<file path="config.mk">
export PLATFORM = sky130hd
export DESIGN_NAME = bcd7_display
export DESIGN_NICKNAME = d
export VERILOG_FILES = /design/src/rtl/bcd7_pkg.sv /design/src/rtl/bcd7_hold.sv /design/src/rtl/bcd7_bin2bcd.sv /design/src/rtl/bcd7_seg_dec.sv /design/src/rtl/bcd7_display.sv
export SDC_FILE = /design/constraint.sdc
export NUM_CORES = 1
export LEC_CHECK = 0
export ABC_AREA = 1
export ABC_CLOCK_PERIOD_IN_PS = 7390
export BUFFER_PORTS_ARGS = -buffer_cell sky130_fd_sc_hd__buf_2
export CELL_PAD_IN_SITES_DETAIL_PLACEMENT = 1
export CELL_PAD_IN_SITES_GLOBAL_PLACEMENT = 1
export CORE_MARGIN = 2
export CORE_UTILIZATION = 39
export DETAILED_ROUTE_END_ITERATION = 16
export GPL_TIMING_DRIVEN = 0
export PLACE_DENSITY = 0.88
export SETUP_SLACK_MARGIN = 0.3
export SYNTH_ARGS = -nofsm -noshare
export SYNTH_HDL_FRONTEND = slang
export SYNTH_SLANG_ARGS = --single-unit
</file>
<file path="constraint.sdc">
create_clock -name clk -period 7.39 [get_ports clk]
set_clock_uncertainty 0.2 [all_clocks]
set_input_delay 0.3695 -clock clk [delete_from_list [all_inputs] [get_ports clk]]
set_output_delay 0.3695 -clock clk [all_outputs]
set_load 0.1 [all_outputs]
</file>
<file path="src/rtl/bcd7_pkg.sv">
// Package: shared helpers for the decimal segment driver.
// Assumes segment bit 0 = a ... bit 6 = g, with 1 meaning lit.
package bcd7_pkg;

    localparam int SEG_W = 7;

    // Lit pattern for one decimal digit; codes above 9 give all segments dark.
    function automatic logic [SEG_W-1:0] seg_pattern(input logic [3:0] dig);
        logic [SEG_W-1:0] p;
        case (dig)
            4'd0:    p = 7'h3F;
            4'd1:    p = 7'h06;
            4'd2:    p = 7'h5B;
            4'd3:    p = 7'h4F;
            4'd4:    p = 7'h66;
            4'd5:    p = 7'h6D;
            4'd6:    p = 7'h7D;
            4'd7:    p = 7'h07;
            4'd8:    p = 7'h7F;
            4'd9:    p = 7'h6F;
            default: p = 7'h00;
        endcase
        return p;
    endfunction

endpackage

</file>
<file path="src/rtl/bcd7_hold.sv">
// Module: input hold register.
// Stores the raw binary word while both enables are asserted (low one low,
// high one high). Otherwise it keeps its contents. Synchronous active-low reset.
module bcd7_hold #(
    parameter int W = 8
) (
    input  logic         clk,
    input  logic         rst_n,
    input  logic [W-1:0] d,
    input  logic         hold_n,
    input  logic         load_en,
    output logic [W-1:0] q
);

    logic take;

    // Load qualifier built from the two enables.
    always_comb take = !hold_n && load_en;

    // Register: clear on reset, capture on take, otherwise keep.
    always_ff @(posedge clk) begin
        if (!rst_n)    q <= '0;
        else if (take) q <= d;
    end

    // a qualified edge captures the input word.
    p_load_r2: assert property (@(posedge clk) disable iff (!rst_n)
        (!hold_n && load_en) |=> (q == $past(d)));

    // an unqualified edge leaves the stored word untouched.
    p_keep_r3: assert property (@(posedge clk) disable iff (!rst_n)
        !(!hold_n && load_en) |=> $stable(q));

endmodule

</file>
<file path="src/rtl/bcd7_bin2bcd.sv">
// Module: combinational binary to BCD conversion.
// Uses shift-and-add-3 over all input bits. Assumes ND digits are enough
// to hold 2**W-1. Digit k sits at bcd[4k +: 4], with units at k = 0.
module bcd7_bin2bcd #(
    parameter int W  = 8,
    parameter int ND = 3
) (
    input  logic [W-1:0]    bin,
    output logic [4*ND-1:0] bcd
);

    localparam int SH_W = W + 4*ND;

    logic [SH_W-1:0] sh;

    // Shift-and-add-3: correct each nibble, then shift in the next bit.
    always_comb begin
        sh = {{(4*ND){1'b0}}, bin};
        for (int i = 0; i < W; i++) begin
            for (int k = 0; k < ND; k++) begin
                if (sh[W+4*k +: 4] >= 4'd5)
                    sh[W+4*k +: 4] = sh[W+4*k +: 4] + 4'd3;
            end
            sh = sh << 1;
        end
        bcd = sh[W +: 4*ND];
    end

endmodule

</file>
<file path="src/rtl/bcd7_seg_dec.sv">
// Module: single-digit segment decoder.
// MAX_VAL picks the variant. With 9 it is the full decimal decoder. With a
// smaller value it is a reduced decoder for a digit that never goes past
// MAX_VAL. Codes outside the range give all segments dark.
module bcd7_seg_dec
    import bcd7_pkg::*;
#(
    parameter int MAX_VAL = 9
) (
    input  logic [3:0]       dig,
    output logic [SEG_W-1:0] lit
);

    generate
        if (MAX_VAL >= 9) begin : g_full
            // Full table for 0..9.
            always_comb lit = seg_pattern(dig);
        end else begin : g_reduced
            // Reduced table: only codes up to MAX_VAL are decoded.
            always_comb lit = (int'(dig) <= MAX_VAL) ? seg_pattern(dig) : '0;
        end
    endgenerate

endmodule

</file>
<file path="src/rtl/bcd7_display.sv">
// Module: top of the latched binary to decimal seven-segment driver.
// It joins the hold register, the BCD converter, one decoder per digit,
// leading-zero suppression, global blanking and polarity. Blanking is given
// as a per-digit output-enable. A disabled digit reads all zeros.
// The controls act combinationally on the stored word.
module bcd7_display
    import bcd7_pkg::*;
#(
    parameter int BIN_W = 8,
    parameter int N_DIG = 3
) (
    input  logic                   clk,
    input  logic                   rst_n,
    input  logic [BIN_W-1:0]       bin_in,
    input  logic                   hold_n,
    input  logic                   load_en,
    input  logic                   blank_all,
    input  logic                   lz_blank,
    input  logic                   invert,
    output logic [SEG_W*N_DIG-1:0] seg_lvl,
    output logic [N_DIG-1:0]       dig_oe
);

    localparam int TOP_MAX = ((2**BIN_W) - 1) / (10**(N_DIG-1));
    localparam int TOP_IDX = N_DIG - 1;

    logic [BIN_W-1:0]       held;
    logic [4*N_DIG-1:0]     bcd;
    logic [SEG_W*N_DIG-1:0] lit_all;
    logic [N_DIG-1:0]       lead_zero;

    bcd7_hold #(.W(BIN_W)) u_hold (
        .clk     (clk),
        .rst_n   (rst_n),
        .d       (bin_in),
        .hold_n  (hold_n),
        .load_en (load_en),
        .q       (held)
    );

    bcd7_bin2bcd #(.W(BIN_W), .ND(N_DIG)) u_conv (
        .bin (held),
        .bcd (bcd)
    );

    // One decoder per digit; the top digit gets the reduced variant.
    generate
        for (genvar g = 0; g < N_DIG; g++) begin : g_dig
            localparam int MAXV = (g == TOP_IDX) ? TOP_MAX : 9;
            bcd7_seg_dec #(.MAX_VAL(MAXV)) u_dec (
                .dig (bcd[4*g +: 4]),
                .lit (lit_all[SEG_W*g +: SEG_W])
            );
        end
    endgenerate

    // Leading-zero scan from the top digit down; units never count.
    always_comb begin
        logic run;
        run = 1'b1;
        lead_zero = '0;
        for (int g = N_DIG-1; g >= 1; g--) begin
            run = run && (bcd[4*g +: 4] == 4'd0);
            lead_zero[g] = run;
        end
    end

    // Enables and polarity for every digit group.
    always_comb begin
        for (int g = 0; g < N_DIG; g++) begin
            dig_oe[g] = !blank_all && !(lz_blank && lead_zero[g]);
            seg_lvl[SEG_W*g +: SEG_W] = dig_oe[g]
                ? (lit_all[SEG_W*g +: SEG_W] ^ {SEG_W{invert}})
                : '0;
        end
    end

    // global blanking turns off every digit.
    p_blank_r4: assert property (@(posedge clk) disable iff (!rst_n)
        blank_all |-> (dig_oe == '0));

    // the units digit stays on whenever global blanking is off.
    p_units_on_r5: assert property (@(posedge clk) disable iff (!rst_n)
        !blank_all |-> dig_oe[0]);

    // with suppression off, all digits are enabled.
    p_all_on_r6: assert property (@(posedge clk) disable iff (!rst_n)
        (!blank_all && !lz_blank) |-> (dig_oe == '1));

    // an enabled units digit always lights some segment, in either polarity.
    p_pol_r7: assert property (@(posedge clk) disable iff (!rst_n)
        dig_oe[0] |-> (seg_lvl[SEG_W-1:0] != {SEG_W{invert}}));

    // the converted top digit stays within the reduced decoder's range.
    p_top_range_r8: assert property (@(posedge clk) disable iff (!rst_n)
        1'b1 |-> (int'(bcd[4*TOP_IDX +: 4]) <= TOP_MAX));

endmodule

</file>
==> results of run 1 <==
[worst max-delay path: cells and delay by family (launching register included)]
| kind | cells | cell delay, ns |
|---|---|---|
| DFF | 1 | 0.38 |
| buffers and inverters | 9 | 1.06 |
| AOI/OAI and AO/OA | 1 | 0.17 |
| adders and majority gates | 7 | 1.44 |
| and+or+nand+nor | 23 | 2.51 |
[layout make-up]
cell class | count | area [sq um] | area share [%]
inverters | 42 | 158 | 7.69
flip-flops and latches | 8 | 160 | 7.81
plain buffers | 8 | 43.8 | 2.14
clock buffers | 3 | 41.3 | 2.01
repair buffers | 38 | 190 | 9.27
well taps | 52 | 65.1 | 3.17
multi-input cells | 260 | 1390 | 67.9
[Yosys cell counts (all sizes together)]
master,instances
nand4,1
ha,17
a21oi,22
o211ai,1
nand2b,1
dfxtp,8
nand2,106
buf,5
clkbuf,3
o21ai,18
xor2,3
or2,3
inv,41
nor2,29
nand3b,3
nand3,54
nor3,1
o22ai,1
clkinv,1
[routing by layer]
layer  up-vias  GRT usage, %  wire, um
met3         8          1.85       113
met4         0          6.50        77
met1      1015          23.3      2110
met5         -             0         0
li1       1109             -         -
met2        30          39.7      2430
[power by group through the flow]
| stage | clock [mW] | combinational, mW | sequential (mW) |
|---|---|---|---|
| after floorplan | 0 | 0.706 | 0.0491 |
| after global placement | 0 | 0.810 | 0.0496 |
| after detailed placement | 0 | 0.839 | 0.0498 |
| after CTS | 0.0547 | 0.841 | 0.0492 |
| after global routing | 0.0571 | 0.923 | 0.0496 |
| final | 0.0527 | 0.837 | 0.0492 |
[cell families after synthesis]
kind of cell	count (synthesis)	synth area share [%]
buffers and inverters	50	11.5
XOR/XNOR	3	1.50
AND/OR/NAND/NOR	198	52.4
adder cells (fa/ha/maj)	17	12.1
AO/OA/AOI/OAI	42	13.4
flip-flops	8	9.13
[layout by cell type (no fill, tap or decap), types with 2 or more instances in the layout]
| master | netlist | layout |
|---|---|---|
| ha_1 | 17 | 17 |
| clkbuf_1 | 3 | 3 |
| dfxtp_1 | 8 | 8 |
| nor2_2 | 2 | 2 |
| nand3_1 | 49 | 49 |
| inv_2 | 8 | 8 |
| o21ai_0 | 8 | 8 |
| buf_2 | 2 | 40 |
| o21ai_1 | 8 | 8 |
| nand3_2 | 5 | 5 |
| buf_4 | 3 | 3 |
| nor2_1 | 26 | 26 |
| a21oi_1 | 22 | 22 |
| nand2_1 | 88 | 88 |
| or2_1 | 2 | 2 |
| nand3b_1 | 3 | 3 |
| clkbuf_8 | 0 | 3 |
| xor2_1 | 3 | 3 |
| inv_1 | 33 | 33 |
| nand2_2 | 18 | 18 |
[metrics by stage]
step	instance area [sq um]	hold slack, ns	setup slack [ns]
3_5_place_dp	2010	0.321	1.31
3_3_place_gp	2010	0.320	1.59
6_report	2050	0.181	1.02
2_1_floorplan	1750	0.287	0.800
5_1_grt	2050	0.181	0.351
4_1_cts	2050	0.179	0.994
[worst max path at each step]
stage	cells past startpoint	to	slack (ns)	startpoint
2_1_floorplan	39	seg_lvl[10]	0.80	u_hold.q[5]
3_3_place_gp	40	seg_lvl[10]	1.59	u_hold.q[5]
3_5_place_dp	40	seg_lvl[8]	1.31	u_hold.q[5]
4_1_cts	40	seg_lvl[8]	0.99	u_hold.q[5]
5_1_grt	40	seg_lvl[9]	0.35	u_hold.q[5]
6_report	40	seg_lvl[8]	1.02	u_hold.q[5]
==> results.sh, run 1 <==
export IMPL_dp_cells=408
export IMPL_clock_fmax_ghz=0.157
export IMPL_fp_dieH_um=71.1
export IMPL_drt_total_wl_um=4740
export IMPL_power_density_nw_per_um2=458
export IMPL_rsz0062_at_grt="false"
export IMPL_end_kind="output pin"
export IMPL_antenna_found_initial=0
export IMPL_synth_seq_area_share_pct=9.13
export IMPL_cts_root_buffer="clkbuf_8"
export IMPL_crit_fanout=8
export IMPL_finalCritPeriodShare_pct=86.2
export IMPL_die_area_sq_um=5050
export IMPL_largestRegisters="u_hold.q x8"
export IMPL_grt_pass1_wl_um=8700
export IMPL_outcome="finished clean"
export IMPL_cts_sinks=8
export IMPL_p_int_mw=0.274
export IMPL_hold_violations=0
export IMPL_tns_ns=0
export IMPL_gp_congestion=0.789
export IMPL_clkLatencyLatePin_ns=0.23
export IMPL_cp_slowest_stage_delay_ns=0.43
export IMPL_ff2ff_path_depth=2
export IMPL_p_comb_share_pct=89.1
export IMPL_area_growth_pct=16.9
export IMPL_grt_start_max_net_pins=11
export IMPL_slew_headroom_pct=67.0
export IMPL_synth_largest_area_cell="nand2_1"
export IMPL_fin_util_pct=47.1
export IMPL_synth_fp_nets=350
export IMPL_cp_slowest_cell="buf_2"
export IMPL_clock_power_share_pct=5.6
export IMPL_total_power_mw=0.938
export IMPL_min_path_type="input port to flop"
export IMPL_cts_made_buffers=3
export IMPL_port_buffers=38
export IMPL_grtUsageTotal_pct=20.5
export IMPL_p_leak_nw=1.21
export IMPL_netlist_area_sq_um=1750
export IMPL_diodes=0
export IMPL_rows=24
export IMPL_r2r_setup_slack_ns=6.46
export IMPL_vias_per_cell=5.26
export IMPL_min_path_cells=3
export IMPL_ys_warn_count=0
export IMPL_fillers=660
export IMPL_max_slew_worst_pin_slew_ns=0.492
export IMPL_setup_viol=0
export IMPL_p_switching_mw=0.665
export IMPL_fin_crit_ns=6.37
export IMPL_reg2reg_from="u_hold.q[3]"
export IMPL_syn_area_per_cell_sq_um=5.52
export IMPL_hpwl_um=4010
export IMPL_min_to="u_hold.q[7]"
export IMPL_yosysUniqueCellTypes=29
export IMPL_p_sw_share_pct=70.8
export IMPL_hp_start="bin_in[7]"
export IMPL_die_x_um=71.1
export IMPL_final_nets=393
export IMPL_drt_iter0_drc=86
export IMPL_cts_tree="done"
export IMPL_drt_pass1_iter_count=4
export IMPL_drc_errors=0
export IMPL_fin_cells=411
export IMPL_start_util_pct=40.3
export IMPL_p_seq_share_pct=5.2
export IMPL_synth_area_top_cells="nand2_1 19%, nand3_1 14%, ha_1 12%"
export IMPL_drive_above_1_share_pct=23.4
export IMPL_crit_arrival_ns=5.80
export IMPL_wl_per_cell_um=11.5
export IMPL_finalMaxSlewViolations=0
export IMPL_required_ns=6.82
export IMPL_ios=39
export IMPL_reg2reg_to="u_hold.q[3]"
export IMPL_worstSetupPathType="flop to output pin"
export IMPL_clkTransAtPathRegs_ns=0.04
export IMPL_cp_start_kind="flop"
export IMPL_cts_resized=0
export IMPL_hold_buffers=0
export IMPL_regMostFlops="u_hold.q"
export IMPL_htreeDepth=1
export IMPL_synth_top_area_share_pct=18.8
export IMPL_ys_seq_elements=8
export IMPL_synthCells=318
export IMPL_ant_nets=0
export IMPL_grt_pass1_vias=2214
export IMPL_via_count=2162
export IMPL_grt_overflow=0
export IMPL_largest_reg_flops=8
export IMPL_drv_cap=0
export IMPL_peakVddDrop_mv=0.401
export IMPL_coreArea_sq_um=4350
export IMPL_post_cts_buffers=0
export IMPL_cts_buffer_depth=2
(Power assumes the default switching activity.)
==> run 2, diff against run 1 <==
--- a/config.mk
+++ b/config.mk
@@ -14,7 +14,7 @@
 export CORE_UTILIZATION = 39
 export DETAILED_ROUTE_END_ITERATION = 16
 export GPL_TIMING_DRIVEN = 0
-export PLACE_DENSITY = 0.88
+export PLACE_DENSITY = 0.84
 export SETUP_SLACK_MARGIN = 0.3
 export SYNTH_ARGS = -nofsm -noshare
 export SYNTH_HDL_FRONTEND = slang
==> results.sh, run 2 (same netlist as run 1, synthesis figures left out) <==
export IMPL_clkTransAtPathRegs_ns=0.04
export IMPL_grt_pass1_wl_um=8060
export IMPL_crit_fanout=8
export IMPL_die_area_sq_um=5050
export IMPL_drive_above_1_share_pct=23.4
export IMPL_start_util_pct=40.3
export IMPL_grt_overflow=0
export IMPL_setup_viol=0
export IMPL_coreArea_sq_um=4350
export IMPL_outcome="finished clean"
export IMPL_cts_resized=0
export IMPL_drt_pass1_iter_count=4
export IMPL_multiInputGateArea_sq_um=1390
export IMPL_end_kind="output pin"
export IMPL_required_ns=6.82
export IMPL_area_growth_pct=16.9
export IMPL_wl_per_cell_um=10.9
export IMPL_largest_reg_flops=8
export IMPL_tns_ns=0
export IMPL_max_slew_worst_pin_slew_ns=0.510
export IMPL_ff_latch_area_sq_um=160
export IMPL_clkLatencyLatePin_ns=0.22
export IMPL_port_buffers=38
export IMPL_layout_commonest_cell="nand2_1"
export IMPL_final_cell_mix="88 x nand2_1, 49 x nand3_1, 40 x buf_2, 33 x inv_1, 26 x nor2_1"
export IMPL_power_density_nw_per_um2=454
export IMPL_cp_slowest_cell="buf_2"
export IMPL_grtUsageTotal_pct=18.3
export IMPL_worst_slack_ns=1.10
export IMPL_peakVddDrop_mv=0.291
export IMPL_p_leak_nw=1.21
export IMPL_ios=39
export IMPL_fillers=648
export IMPL_diodes=0
export IMPL_cts_tree="done"
export IMPL_grt_start_max_net_pins=11
export IMPL_antenna_found_initial=0
export IMPL_final_nets=393
export IMPL_finalCritPeriodShare_pct=85.1
export IMPL_largestRegisters="u_hold.q x8"
export IMPL_gp_congestion=0.756
export IMPL_post_cts_buffers=0
export IMPL_drv_cap=0
export IMPL_hpwl_um=3830
export IMPL_min_path_type="input port to flop"
export IMPL_pre_cts_slack_ns=1.34
export IMPL_cp_start_kind="flop"
export IMPL_slew_headroom_pct=66.0
export IMPL_rows=24
export IMPL_fin_crit_ns=6.29
export IMPL_htreeDepth=1
export IMPL_hold_violations=0
export IMPL_drt_iter0_drc=77
export IMPL_hold_buffers=0
export IMPL_cts_made_buffers=3
export IMPL_drt_total_wl_um=4490
export IMPL_regMostFlops="u_hold.q"
export IMPL_drc_errors=0
export IMPL_cts_buffer_depth=2
export IMPL_vias_per_cell=5.06
export IMPL_grt_pass1_vias=2025
export IMPL_cts_root_buffer="clkbuf_8"
export IMPL_clock_fmax_ghz=0.159
export IMPL_rsz0062_at_grt="false"
export IMPL_via_count=2078
export IMPL_cp_slowest_stage_delay_ns=0.43
export IMPL_finalMaxSlewViolations=0
export IMPL_fp_dieH_um=71.1
export IMPL_cts_sinks=8
export IMPL_ant_nets=0
export IMPL_crit_arrival_ns=5.72
export IMPL_die_x_um=71.1
export IMPL_worstSetupPathType="flop to output pin"
## run 2: cell counts in the layout (fill, tap and decap cells not counted)
Identical to the previous run, type by type.
## run 2: routing by layer
metal | share of wire, % | global-route usage (%) | up-vias
li1 | - | - | 1108
met1 | 49 | 23.6 | 936
met2 | 49 | 34.6 | 34
met3 | 2.7 | 0.570 | 0
met4 | 0 | 2.10 | 0
met5 | 0 | 0 | -
## run 2: stage by stage
stage,util (%),power (mW),instances,instance area (sq um),hold slack (ns)
finish,47.1,0.930,411,2050,0.198
CTS,47.1,0.935,411,2050,0.208
global placement,46.1,0.863,408,2010,0.319
global route,47.1,1.02,411,2050,0.202
detailed placement,46.1,0.882,408,2010,0.325
floorplan,-,0.755,318,1750,0.287
## run 2: path summary, 6_finish.rpt
kind	from	slack, ns	end	cells after the start
setup / recovery	u_hold.q[5]	1.10	seg_lvl[10]	40
hold / removal	bin_in[7]	0.20	u_hold.q[7]	3
setup reg to reg	u_hold.q[3]	6.47	u_hold.q[3]	2
hold reg to reg	u_hold.q[1]	0.33	u_hold.q[1]	2
## run 2: cell type report
type / instances / area share (%)
Inverter: 42 / 7.69
Timing Repair Buffer: 38 / 9.27
Tap cell: 52 / 3.17
Multi-Input combinational cell: 260 / 67.9
Buffer: 8 / 2.14
Clock buffer: 3 / 2.01
Sequential cell: 8 / 7.81
## run 2: power by group
part / internal, mW / leakage (nW) / switching, mW
clock: 0.0351 / 0.0216 / 0.0147
combinational: 0.192 / 1.12 / 0.639
sequential: 0.0464 / 0.0661 / 0.00274
## run 2: critical path: cells and delay by family, from the launching register on
family	cells	cell delay [ns]
buffers and inverters	9	0.99
flip-flops	1	0.38
AND/OR/NAND/NOR	23	2.57
adder cells (fa/ha/maj)	7	1.41
AO/OA/AOI/OAI	1	0.17
